==> src/rtl/int_alu_pkg.sv <==
// Package: shared width and mode code definitions for the integer ALU.
// Assumes a single 4-bit mode field; codes not listed are treated as unused.
package int_alu_pkg;

    localparam int ALU_W    = 32;
    localparam int MODE_W   = 4;

    typedef enum logic [MODE_W-1:0] {
        MODE_ADD_TRAP  = 4'h0,
        MODE_ADD_WRAP  = 4'h1,
        MODE_SUB_TRAP  = 4'h2,
        MODE_SUB_WRAP  = 4'h3,
        MODE_AND       = 4'h4,
        MODE_OR        = 4'h5,
        MODE_XOR       = 4'h6,
        MODE_NOR       = 4'h7,
        MODE_LT_SIGNED = 4'hA,
        MODE_LT_UNSIGN = 4'hB
    } alu_mode_e;

    // Result source chosen by the decoder.
    typedef enum logic [1:0] {
        SRC_ZERO  = 2'd0,
        SRC_SUM   = 2'd1,
        SRC_LOGIC = 2'd2,
        SRC_LESS  = 2'd3
    } alu_src_e;

    // Control bundle produced by the mode decoder.
    typedef struct packed {
        logic       invert_b;    // subtract: invert op_b and force carry-in
        logic       flag_carry;  // expose adder carry-out
        logic       flag_ovf;    // expose signed overflow (trapping modes)
        logic       less_signed; // compare selects signed answer
        logic [1:0] logic_sel;   // 0 AND, 1 OR, 2 XOR, 3 NOR
        alu_src_e   src;
    } alu_ctrl_t;

endpackage

==> src/rtl/alu_mode_decode.sv <==
// Module: alu_mode_decode
// Turns the 4-bit mode code into the control bundle that steers the adder,
// the bitwise unit and the result select. Assumes unused codes select zero.
module alu_mode_decode
    import int_alu_pkg::*;
(
    input  logic [MODE_W-1:0] mode,
    output alu_ctrl_t         ctrl
);

    // Decode every mode code into its control fields.
    always_comb begin
        ctrl             = '0;
        ctrl.src         = SRC_ZERO;
        ctrl.logic_sel   = mode[1:0];
        case (mode)
            MODE_ADD_TRAP: begin
                ctrl.src        = SRC_SUM;
                ctrl.flag_carry = 1'b1;
                ctrl.flag_ovf   = 1'b1;
            end
            MODE_ADD_WRAP: begin
                ctrl.src        = SRC_SUM;
                ctrl.flag_carry = 1'b1;
            end
            MODE_SUB_TRAP: begin
                ctrl.src        = SRC_SUM;
                ctrl.invert_b   = 1'b1;
                ctrl.flag_carry = 1'b1;
                ctrl.flag_ovf   = 1'b1;
            end
            MODE_SUB_WRAP: begin
                ctrl.src        = SRC_SUM;
                ctrl.invert_b   = 1'b1;
                ctrl.flag_carry = 1'b1;
            end
            MODE_AND, MODE_OR, MODE_XOR, MODE_NOR: begin
                ctrl.src        = SRC_LOGIC;
            end
            MODE_LT_SIGNED: begin
                ctrl.src         = SRC_LESS;
                ctrl.invert_b    = 1'b1;
                ctrl.less_signed = 1'b1;
            end
            MODE_LT_UNSIGN: begin
                ctrl.src        = SRC_LESS;
                ctrl.invert_b   = 1'b1;
            end
            default: begin
                ctrl.src        = SRC_ZERO;
            end
        endcase
    end

endmodule

==> src/rtl/alu_ripple_adder.sv <==
// Module: alu_ripple_adder
// W-bit adder built from per-bit full-adder cells with a rippled carry.
// Exposes the carry into and out of the most significant bit so the caller
// can form the signed overflow term. Assumes W >= 2.
module alu_ripple_adder #(
    parameter int W = 32
) (
    input  logic [W-1:0] in_x,
    input  logic [W-1:0] in_y,
    input  logic         carry_in,
    output logic [W-1:0] sum,
    output logic         carry_into_msb,
    output logic         carry_out_msb
);

    logic [W:0] chain;

    // Seed the carry chain.
    assign chain[0] = carry_in;

    genvar k;
    generate
        for (k = 0; k < W; k++) begin : g_cell
            logic gen_k;
            logic prop_k;
            // Per-bit generate and propagate terms.
            assign gen_k        = in_x[k] & in_y[k];
            assign prop_k       = in_x[k] ^ in_y[k];
            // Sum bit and carry to the next cell.
            assign sum[k]       = prop_k ^ chain[k];
            assign chain[k+1]   = gen_k | (prop_k & chain[k]);
        end
    endgenerate

    assign carry_into_msb = chain[W-1];
    assign carry_out_msb  = chain[W];

endmodule

==> src/rtl/alu_bitwise_unit.sv <==
// Module: alu_bitwise_unit
// Bitwise AND/OR/XOR/NOR of two W-bit operands. NOR is formed as the OR
// term XORed with all ones so it shares the OR gates.
module alu_bitwise_unit #(
    parameter int W = 32
) (
    input  logic [W-1:0] in_x,
    input  logic [W-1:0] in_y,
    input  logic [1:0]   sel,
    output logic [W-1:0] out
);

    logic [W-1:0] or_term;

    assign or_term = in_x | in_y;

    // Pick the selected bitwise function.
    always_comb begin
        case (sel)
            2'd0:    out = in_x & in_y;
            2'd1:    out = or_term;
            2'd2:    out = in_x ^ in_y;
            default: out = or_term ^ {W{1'b1}};
        endcase
    end

endmodule

==> src/rtl/int_alu32.sv <==
// Module: int_alu32 (top)
// Combinational 32-bit integer ALU: add/subtract in trapping and wrapping
// flavours, four bitwise functions, signed and unsigned compare. One adder
// serves every arithmetic mode; compares run it as a subtractor.
// Assumes the caller acts on ovf_flag; no state is held.
module int_alu32
    import int_alu_pkg::*;
(
    input  logic [ALU_W-1:0]  op_a,
    input  logic [ALU_W-1:0]  op_b,
    input  logic [MODE_W-1:0] mode,
    output logic [ALU_W-1:0]  result,
    output logic              carry_flag,
    output logic              ovf_flag
);

    alu_ctrl_t        ctrl;
    logic [ALU_W-1:0] y_operand;
    logic [ALU_W-1:0] sum;
    logic             c_into_msb;
    logic             c_out_msb;
    logic             ovf_raw;
    logic             less_bit;
    logic [ALU_W-1:0] logic_out;

    alu_mode_decode u_decode (
        .mode (mode),
        .ctrl (ctrl)
    );

    // Second adder operand: inverted for subtract and compare.
    assign y_operand = ctrl.invert_b ? ~op_b : op_b;

    alu_ripple_adder #(.W(ALU_W)) u_adder (
        .in_x           (op_a),
        .in_y           (y_operand),
        .carry_in       (ctrl.invert_b),
        .sum            (sum),
        .carry_into_msb (c_into_msb),
        .carry_out_msb  (c_out_msb)
    );

    alu_bitwise_unit #(.W(ALU_W)) u_logic (
        .in_x (op_a),
        .in_y (op_b),
        .sel  (ctrl.logic_sel),
        .out  (logic_out)
    );

    // Signed overflow from the two top carries.
    assign ovf_raw = c_into_msb ^ c_out_msb;

    // Compare answer: corrected sign for signed, no-borrow for unsigned.
    assign less_bit = ctrl.less_signed ? (sum[ALU_W-1] ^ ovf_raw) : ~c_out_msb;

    // Final result select.
    always_comb begin
        case (ctrl.src)
            SRC_SUM:   result = sum;
            SRC_LOGIC: result = logic_out;
            SRC_LESS:  result = {{(ALU_W-1){1'b0}}, less_bit};
            default:   result = '0;
        endcase
    end

    // Flags gated by the decoded mode.
    assign carry_flag = ctrl.flag_carry & c_out_msb;
    assign ovf_flag   = ctrl.flag_ovf & ovf_raw;

endmodule

==> config.mk <==
export PLATFORM = sky130hd
export DESIGN_NAME = int_alu32
export DESIGN_NICKNAME = d
export VERILOG_FILES = /design/src/rtl/int_alu_pkg.sv /design/src/rtl/alu_mode_decode.sv /design/src/rtl/alu_ripple_adder.sv /design/src/rtl/alu_bitwise_unit.sv /design/src/rtl/int_alu32.sv
export SDC_FILE = /design/constraint.sdc
export NUM_CORES = 1
export LEC_CHECK = 0
export BUFFER_PORTS_ARGS = -buffer_cell sky130_fd_sc_hd__buf_2
export CAP_MARGIN = 20
export CORE_ASPECT_RATIO = 0.5
export CORE_MARGIN = 5
export CORE_UTILIZATION = 30
export DETAILED_ROUTE_END_ITERATION = 6
export GPL_ROUTABILITY_DRIVEN = 0
export MAX_ROUTING_LAYER = met4
export PLACE_DENSITY = 0.58
export SLEW_MARGIN = 20
export SYNTH_ARGS = -nofsm -noshare
export SYNTH_HDL_FRONTEND = slang
export SYNTH_HIERARCHICAL = 1
export SYNTH_SLANG_ARGS = --single-unit
==> constraint.sdc <==
create_clock -name vclk -period 23.8
set_clock_uncertainty 0.15 [all_clocks]
set_input_delay 4.76 -clock vclk [all_inputs]
set_output_delay 4.76 -clock vclk [all_outputs]
set_load 0.02 [all_outputs]
==> flow_metrics.py, run 1 <==
metrics = {
    "power_and_ir_drop": {
        "p_per_area_nw_per_um2": 23.9,
        "leakage_nw": 2.41,
        "ir_drop_mv": 0.0101,
    },
    "global_route": {
        "grt_pass1_wl_mm": 13.9,
        "grt.overflow.total": 0,
        "grt_antenna_before_repair": 0,
        "grt.total_usage_pct": 11.2,
        "grt_pass1_vias": 2993,
        "grt_max_degree": 99,
    },
    "worst_setup_path": {
        "crit_family": "adder cells",
        "crit_required_ns": 18.89,
        "startpoint_type": "input port",
        "cp_slowest_stage_delay_ns": 0.53,
        "cp_max_fo": 7,
        "crit_arrival_ns": 18.34,
        "cp.depth": 44,
        "end_kind": "primary output",
        "crit_path_top_delay_cell": "fa_1",
        "crit_buf_inv": 6,
        "crit_top_cell": "fa_1",
        "crit_type": "in2out",
    },
    "route": {
        "drcViolationCount": 0,
        "vias": 3073,
        "detail-route-antenna-nets": 0,
        "wl_mm": 8.37,
        "routed_via_density": 4.47,
        "drt-pass1-iter-count": 4,
        "post_drt_wl_per_cell_microns": 12.2,
        "drt_iter0_markers": 90,
    },
    "place": {
        "hpwlAfterDp_mm": 6.97,
        "io_buffers": 102,
        "placed_area_sq_um": 4240,
    },
    "synthesis": {
        "muxShareOfSynthArea_pct": 11.3,
        "synth_compound_area_share_pct": 17.4,
        "synth_top_area_cell": "ha_1",
        "synth_area_leaders": "ha_1, fa_1, mux2_4",
        "avgSynthCellArea_sq_um": 8.36,
        "synth_top_family_by_area": "adder cells",
        "synth_top_area_share_pct": 21.5,
        "yosysUniqueCellTypes": 28,
        "synth-xor-area-share_pct": 8.24,
        "ys_seq_area_share_pct": 0,
        "yosysMostFrequentCell": "inv_1",
        "synthTopCellsByCount": "inv_1, ha_1, nand2_1",
        "yosys_warnings": 6,
        "syn_nets": 609,
        "syn_inst": 445,
        "synthAdderAreaFrac_pct": 38.7,
        "syn_area_sq_um": 3720,
        "synth_simple_gate_area_share_pct": 9.85,
    },
    "timing": {
        "hold_viol": 0,
        "hold_ws_ns": 9.82,
        "relSlewSlack_pct": 43.8,
        "finalSetupViolCount": 0,
        "fmax_ghz": 0.0430,
        "drv_slew": 0,
        "period_share_pct": 97.7,
        "layout_min_cycle_time_ns": 23.25,
        "tightestPinTransition_ns": 0.839,
    },
    "run": {
        "cap_violations": 0,
    },
    "cells_and_area": {
        "antenna_cells": 0,
        "n_clock_buffer": 0,
        "nNetsFinal": 689,
        "layout-drive-gt1-share_pct": 31.4,
        "syn2layout_area_growth_pct": 14.8,
        "design_area_sq_um": 4270,
        "n_fill_cell": 1306,
        "seq_cell_count": 0,
        "seq_area_sq_um": 0,
    },
    "floorplanning": {
        "core_sq_um": 12000,
        "io_pins": 102,
        "start_util_pct": 31.1,
        "rows": 28,
        "die_area_sq_um": 14900,
        "die_h_microns": 88.8,
        "die_w_microns": 168,
    },
    "worst_hold_path": {
        "hold_path_depth": 4,
        "hold_class": "in2out",
    },
    "clock_network": {
        "cts_hold_buf": 0,
    },
    "outcome": {
        "status": "complete, no violations",
    },
}
[power breakdown]
group / internal (mW) / switching (mW)
combinational: 0.0465 / 0.0556
sequential: 0 / 0
clock: 0 / 0
[worst paths after layout]
kind,endpoint,start,slack [ns]
min,ovf_flag,mode[3],9.82
max,result[0],mode[2],0.55
[per-layer routing]
layer  share of wire [%]  global-route usage (%)  vias up
met3                0.96                   0.178        0
met2                  53                    21.7       31
met4                   0                   0.147        0
met5                   0                       -        -
met1                  46                    14.1     1458
li1                    -                       -     1584
[metrics by stage]
step	setup slack, ns	cells	power (mW)	TNS [ns]	util, %
after detailed placement	0.206	685	0.103	0	35.4
after floorplan	0.909	445	0.0748	0	-
final	0.546	688	0.102	0	35.7
after CTS	0.180	685	0.104	0	35.4
after global routing	-0.000529	688	0.116	-0.000529	35.7
after global placement	0.480	685	0.101	0	35.4
[layout by cell type, fill, tap and decap left out, drive strengths merged]
cell,n
nor3,5
xor2,33
nand3b,1
mux2,28
xnor2,2
and2,2
inv,76
a22oi,1
nor2b,10
o21ai,58
nor2,3
fa,32
a21oi,5
nand2,58
o21bai,4
a22o,31
buf,110
ha,64
[kinds of logic after synthesis]
kind of cell,count (synthesis)
buf+inv,108
compound gates,99
fa+ha+maj,96
simple gates,79
xor+xnor,35
mux,28
[area by class of cell]
type / count / area (sq um) / area share (%)
inverter: 76 / 285 / 6.68
multi-input combinational: 337 / 3200 / 74.8
tap: 165 / 206 / 4.83
timing repair buffer: 110 / 583 / 13.6
[repair_timing]
action                     4_1_cts  5_1_grt
resized for setup                0        4
setup endpoints to repair        0        1
setup buffers                    0        3
No activity file was read; power rests on OpenSTA's default activity.
==> inputs of run 2 (changes only) <==
Settings changed: PLACE_DENSITY 0.58 to 0.59.
Clock period 23.8 ns to 20.1 ns, I/O delays scaled along.
==> run 2 against run 1 <==
  * The flow now finishes with violations (negative setup slack)
  * Worst hold slack worse by 1.5 ns
  * Global-route usage up 0.45 points
  * Power grew 27%
  * Utilization up 1.4 points
  * Critical path depth rose by 1
  * Design area is 4.0% higher
  * Cell count rose by 1.0%
  * Critical path type unchanged
  * Largest cell class unchanged
==> flow_metrics.py, run 2 (synthesis gave the netlist of run 1 again) <==
metrics = {
    "place": {
        "placed_area_sq_um": 4360,
        "hpwlAfterDp_mm": 7.11,
        "io_buffers": 102,
        "dp_slack_ns": -0.502,
    },
    "timing": {
        "rsz0062_at_grt": "yes",
        "relSlewSlack_pct": 38.6,
        "period_share_pct": 101,
        "finalSetupViolCount": 1,
        "drv_slew": 0,
        "worst_slack_ns": -0.255,
        "hold_ws_ns": 8.36,
        "hold_viol": 0,
        "layout_min_cycle_time_ns": 20.35,
        "tightestPinTransition_ns": 0.921,
        "final.setup.tns_ns": -0.255,
        "fmax_ghz": 0.0491,
    },
    "cells_and_area": {
        "antenna_cells": 0,
        "fin_util_pct": 37.1,
        "design_area_sq_um": 4440,
        "syn2layout_area_growth_pct": 19.3,
        "n_fill_cell": 1298,
        "mostFrequentLayoutCell": "buf_2",
        "nNetsFinal": 696,
        "seq_cell_count": 0,
        "n_clock_buffer": 0,
        "final_cell_mix": "buf_2, inv_1, ha_1",
        "layout-drive-gt1-share_pct": 39.4,
        "seq_area_sq_um": 0,
    },
    "power_and_ir_drop": {
        "ir_drop_mv": 0.0159,
        "power_frac_comb_pct": 100.0,
        "swShare_pct": 52.8,
        "clock_power_share_pct": 0,
        "p_per_area_nw_per_um2": 29.2,
        "p_sw_mw": 0.0685,
        "seq_power_share_pct": 0,
        "leakage_nw": 2.42,
        "internal-power_mw": 0.0611,
    },
    "route": {
        "detail-route-antenna-nets": 0,
        "wl_mm": 8.70,
        "routed_via_density": 4.48,
        "post_drt_wl_per_cell_microns": 12.5,
        "vias": 3116,
        "drcViolationCount": 0,
        "drt_iter0_markers": 49,
        "drt-pass1-iter-count": 4,
    },
    "run": {
        "cap_violations": 0,
    },
    "worst_hold_path": {
        "min_from": "mode[3]",
        "hold_class": "in2out",
    },
    "worst_setup_path": {
        "cp_slowest_stage_delay_ns": 0.53,
        "critPathLaunch": "mode[1]",
        "crit_arrival_ns": 16.18,
        "end_kind": "primary output",
        "crit_path_top_delay_cell": "fa_2",
        "startpoint_type": "input port",
        "crit_type": "in2out",
        "cp_max_fo": 3,
        "crit_top_cell": "fa_2",
        "crit_required_ns": 15.93,
    },
    "floorplanning": {
        "die_h_microns": 88.8,
        "rows": 28,
        "core_sq_um": 12000,
        "die_w_microns": 168,
        "die_area_sq_um": 14900,
        "io_pins": 102,
        "start_util_pct": 31.1,
    },
    "global_route": {
        "grt_pass1_wl_mm": 14.4,
        "grt_antenna_before_repair": 0,
        "grt_max_degree": 82,
        "grt_pass1_vias": 3097,
        "grt.total_usage_pct": 11.6,
        "grt.overflow.total": 0,
    },
    "outcome": {
        "failed_checks": "negative setup slack",
        "status": "complete, but fails checks",
    },
    "clock_network": {
        "cts_hold_buf": 0,
    },
}
## run 2: cell types whose count changed in the layout (fill, tap and decap cells not counted), moves of 3 or more
cell	previous run	this run
fa_1	31	0
fa_2	1	32
buf_4	8	16
buf_2	100	95
inv_1	76	71
inv_2	0	4
buf_6	2	5
## run 2: power groups by stage
| stage | registers, mW | clock network, mW | logic, mW |
|---|---|---|---|
| floorplan | 0 | 0 | 0.0913 |
| global placement | 0 | 0 | 0.125 |
| detailed placement | 0 | 0 | 0.128 |
| CTS | 0 | 0 | 0.131 |
| global route | 0 | 0 | 0.147 |
| finish | 0 | 0 | 0.130 |
## run 2: area by class of cell
cell class                 instances  area (sq um)  share of cell area [%]
inverter                          76           288                    6.48
tap                              165           206                    4.65
timing repair buffer             117           667                    15.0
multi-input combinational        337          3280                    73.9
## run 2: final timing paths
check / cells after the start / end
min: 4 / carry_flag
max: 45 / result[0]
## run 2: metal layers
metal / part of all wire (%) / wire length [microns] / global-route usage (%)
met1: 47 / 4100 / 14.3
met2: 52 / 4500 / 23.1
met3: 0.94 / 82 / 0.0446
met4: 0.24 / 21 / 0.295
met5: 0 / 0 / -
## run 2: repair_timing
item	in CTS	in global routing
buffers inserted	2	1
gates cloned	0	0
pin swaps	4	2
endpoints found under the hold margin	0	0
resized for setup	16	7
endpoints found under the setup margin	4	5
## run 2: stage by stage
step	total power [mW]	instances
after floorplan	0.0913	445
after CTS	0.131	694
final	0.130	695
after detailed placement	0.128	692
after global routing	0.147	695
after global placement	0.125	692
## run 2: worst max-delay path, delay by kind of cell
kind            cells  cell delay, ns
simple gates        2            0.12
fa+ha+maj          32           10.99
buf+inv             7            0.50
xor+xnor            3            0.39
compound gates      1            0.13
==> inputs of run 3 (changes only) <==
Settings changed: PLACE_DENSITY 0.59 to 0.6, SYNTH_HIERARCHICAL 1 to unset.
==> run 3 against run 2 <==
  * The flow still finishes with violations (negative setup slack)
  * Design area down 4.6%
  * Combinational power is 8% lower
  * Global-route usage up 1.0 points
  * Largest power group unchanged
  * Maximum frequency down 2.5%
  * Wire length is 2.4% higher
  * Non-clock buffer count fell by 3
  * First-iteration DRC count rose by 140%
  * Worst hold slack improved by 0.16 ns
  * Via count fell by 1.2%
  * Largest cell class unchanged
  * Highest routed layer unchanged
  * Cell count is 6.0% lower
==> flow_metrics.py, run 3 <==
metrics = {
    "worst_setup_path": {
        "end_kind": "primary output",
        "crit_path_top_delay_cell": "fa_2",
        "cp_slowest_stage_delay_ns": 0.41,
        "crit_arrival_ns": 16.70,
        "crit_required_ns": 15.93,
        "crit_type": "in2out",
        "startpoint_type": "input port",
        "crit_top_cell": "fa_2",
        "cp_max_fo": 4,
    },
    "floorplanning": {
        "rows": 27,
        "die_area_sq_um": 13900,
        "io_pins": 102,
        "die_h_microns": 85.9,
        "start_util_pct": 31.1,
        "core_sq_um": 11100,
        "die_w_microns": 162,
    },
    "timing": {
        "layout_min_cycle_time_ns": 20.87,
        "period_share_pct": 104,
        "tightestPinTransition_ns": 0.958,
        "hold_viol": 0,
        "drv_slew": 0,
        "worst_slack_ns": -0.770,
        "finalSetupViolCount": 5,
        "hold_ws_ns": 8.52,
        "final.setup.tns_ns": -2.76,
        "rsz0062_at_grt": "yes",
        "relSlewSlack_pct": 36.1,
        "fmax_ghz": 0.0479,
    },
    "global_route": {
        "grt_pass1_wl_mm": 14.7,
        "grt_antenna_before_repair": 0,
        "grt_pass1_vias": 2963,
        "grt_max_degree": 93,
        "grt.total_usage_pct": 12.7,
        "grt.overflow.total": 0,
    },
    "cells_and_area": {
        "final_cell_mix": "buf_2, inv_1, ha_1",
        "layout-drive-gt1-share_pct": 35.6,
        "antenna_cells": 0,
        "syn2layout_area_growth_pct": 22.6,
        "design_area_sq_um": 4240,
        "fin_util_pct": 38.1,
        "n_fill_cell": 1122,
        "mostFrequentLayoutCell": "buf_2",
        "nNetsFinal": 674,
        "seq_area_sq_um": 0,
        "seq_cell_count": 0,
        "n_clock_buffer": 0,
        "final_cells": 653,
    },
    "synthesis": {
        "yosysUniqueCellTypes": 29,
        "ys_seq_area_share_pct": 0,
        "synth_area_leaders": "ha_1, fa_1, mux2_2",
        "synth_top_area_cell": "ha_1",
        "avgSynthCellArea_sq_um": 8.15,
        "syn_area_sq_um": 3460,
        "synth_top_area_share_pct": 23.2,
        "syn_inst": 424,
        "yosys_warnings": 0,
        "synthTopCellsByCount": "inv_1, ha_1, nor2_1",
        "yosysMostFrequentCell": "inv_1",
        "syn_nets": 588,
    },
    "power_and_ir_drop": {
        "clock_power_share_pct": 0,
        "internal-power_mw": 0.0537,
        "ir_drop_mv": 0.00941,
        "p_sw_mw": 0.0660,
        "leakage_nw": 2.15,
        "swShare_pct": 55.1,
        "p_total_mw": 0.120,
        "seq_power_share_pct": 0,
        "p_per_area_nw_per_um2": 28.3,
        "power_frac_comb_pct": 100.0,
    },
    "route": {
        "detail-route-antenna-nets": 0,
        "drcViolationCount": 0,
        "routed_via_density": 4.72,
        "drt-pass1-iter-count": 5,
        "post_drt_wl_per_cell_microns": 13.6,
        "vias": 3080,
        "wl_mm": 8.91,
        "drt_iter0_markers": 116,
    },
    "outcome": {
        "status": "complete, but fails checks",
        "failed_checks": "negative setup slack",
    },
    "run": {
        "cap_violations": 0,
    },
    "place": {
        "dp_slack_ns": -0.937,
        "hpwlAfterDp_mm": 6.89,
        "placed_area_sq_um": 4160,
        "io_buffers": 102,
        "place_inst": 651,
    },
    "worst_hold_path": {
        "hold_class": "in2out",
    },
    "clock_network": {
        "cts_hold_buf": 0,
    },
}
run 3: cell families (layout without fill, tap and decap cells):
logic type      Yosys count  in the layout  share of synthesized area, %
xor+xnor                 32             32                          8.11
buf+inv                  99            183                          12.3
compound gates           73             73                          17.8
fa+ha+maj                96             96                          41.7
simple gates             98             98                          11.6
mux                      26             26                          8.47
run 3: final cells by class:
| class | instances | area, sq um | share of cell area [%] |
|---|---|---|---|
| multi-input cells | 325 | 3170 | 74.9 |
| inverters | 69 | 259 | 6.12 |
| repair buffers | 114 | 624 | 14.7 |
| well taps | 145 | 181 | 4.28 |
run 3: path summary, 6_finish.rpt:
kind,startpoint,endpoint,depth (start not counted)
max,mode[2],result[31],39
min,op_a[3],result[3],4
run 3: worst max-delay path: cells and delay by family:
kind	cells	cell delay (ns)
AO/OA/AOI/OAI	2	0.35
XOR/XNOR	1	0.15
adder cells (fa/ha/maj)	31	11.64
buffers and inverters	4	0.35
AND/OR/NAND/NOR	1	0.17
run 3: power groups by stage:
stage | sequential [mW] | combinational, mW | clock, mW
floorplan | 0 | 0.0822 | 0
global placement | 0 | 0.117 | 0
detailed placement | 0 | 0.119 | 0
CTS | 0 | 0.122 | 0
global route | 0 | 0.136 | 0
finish | 0 | 0.120 | 0
run 3: metal layers:
layer | share of wire [%] | track usage (%)
met1 | 48 | 17.0
met3 | 1.9 | 0.480
met5 | 0 | -
met2 | 50 | 22.5
met4 | 0.76 | 0.691
run 3: timing repair:
item,4_1_cts,5_1_grt
setup endpoints to repair,6,7
pin swaps,4,5
buffers inserted,1,1
gates resized for setup,13,1
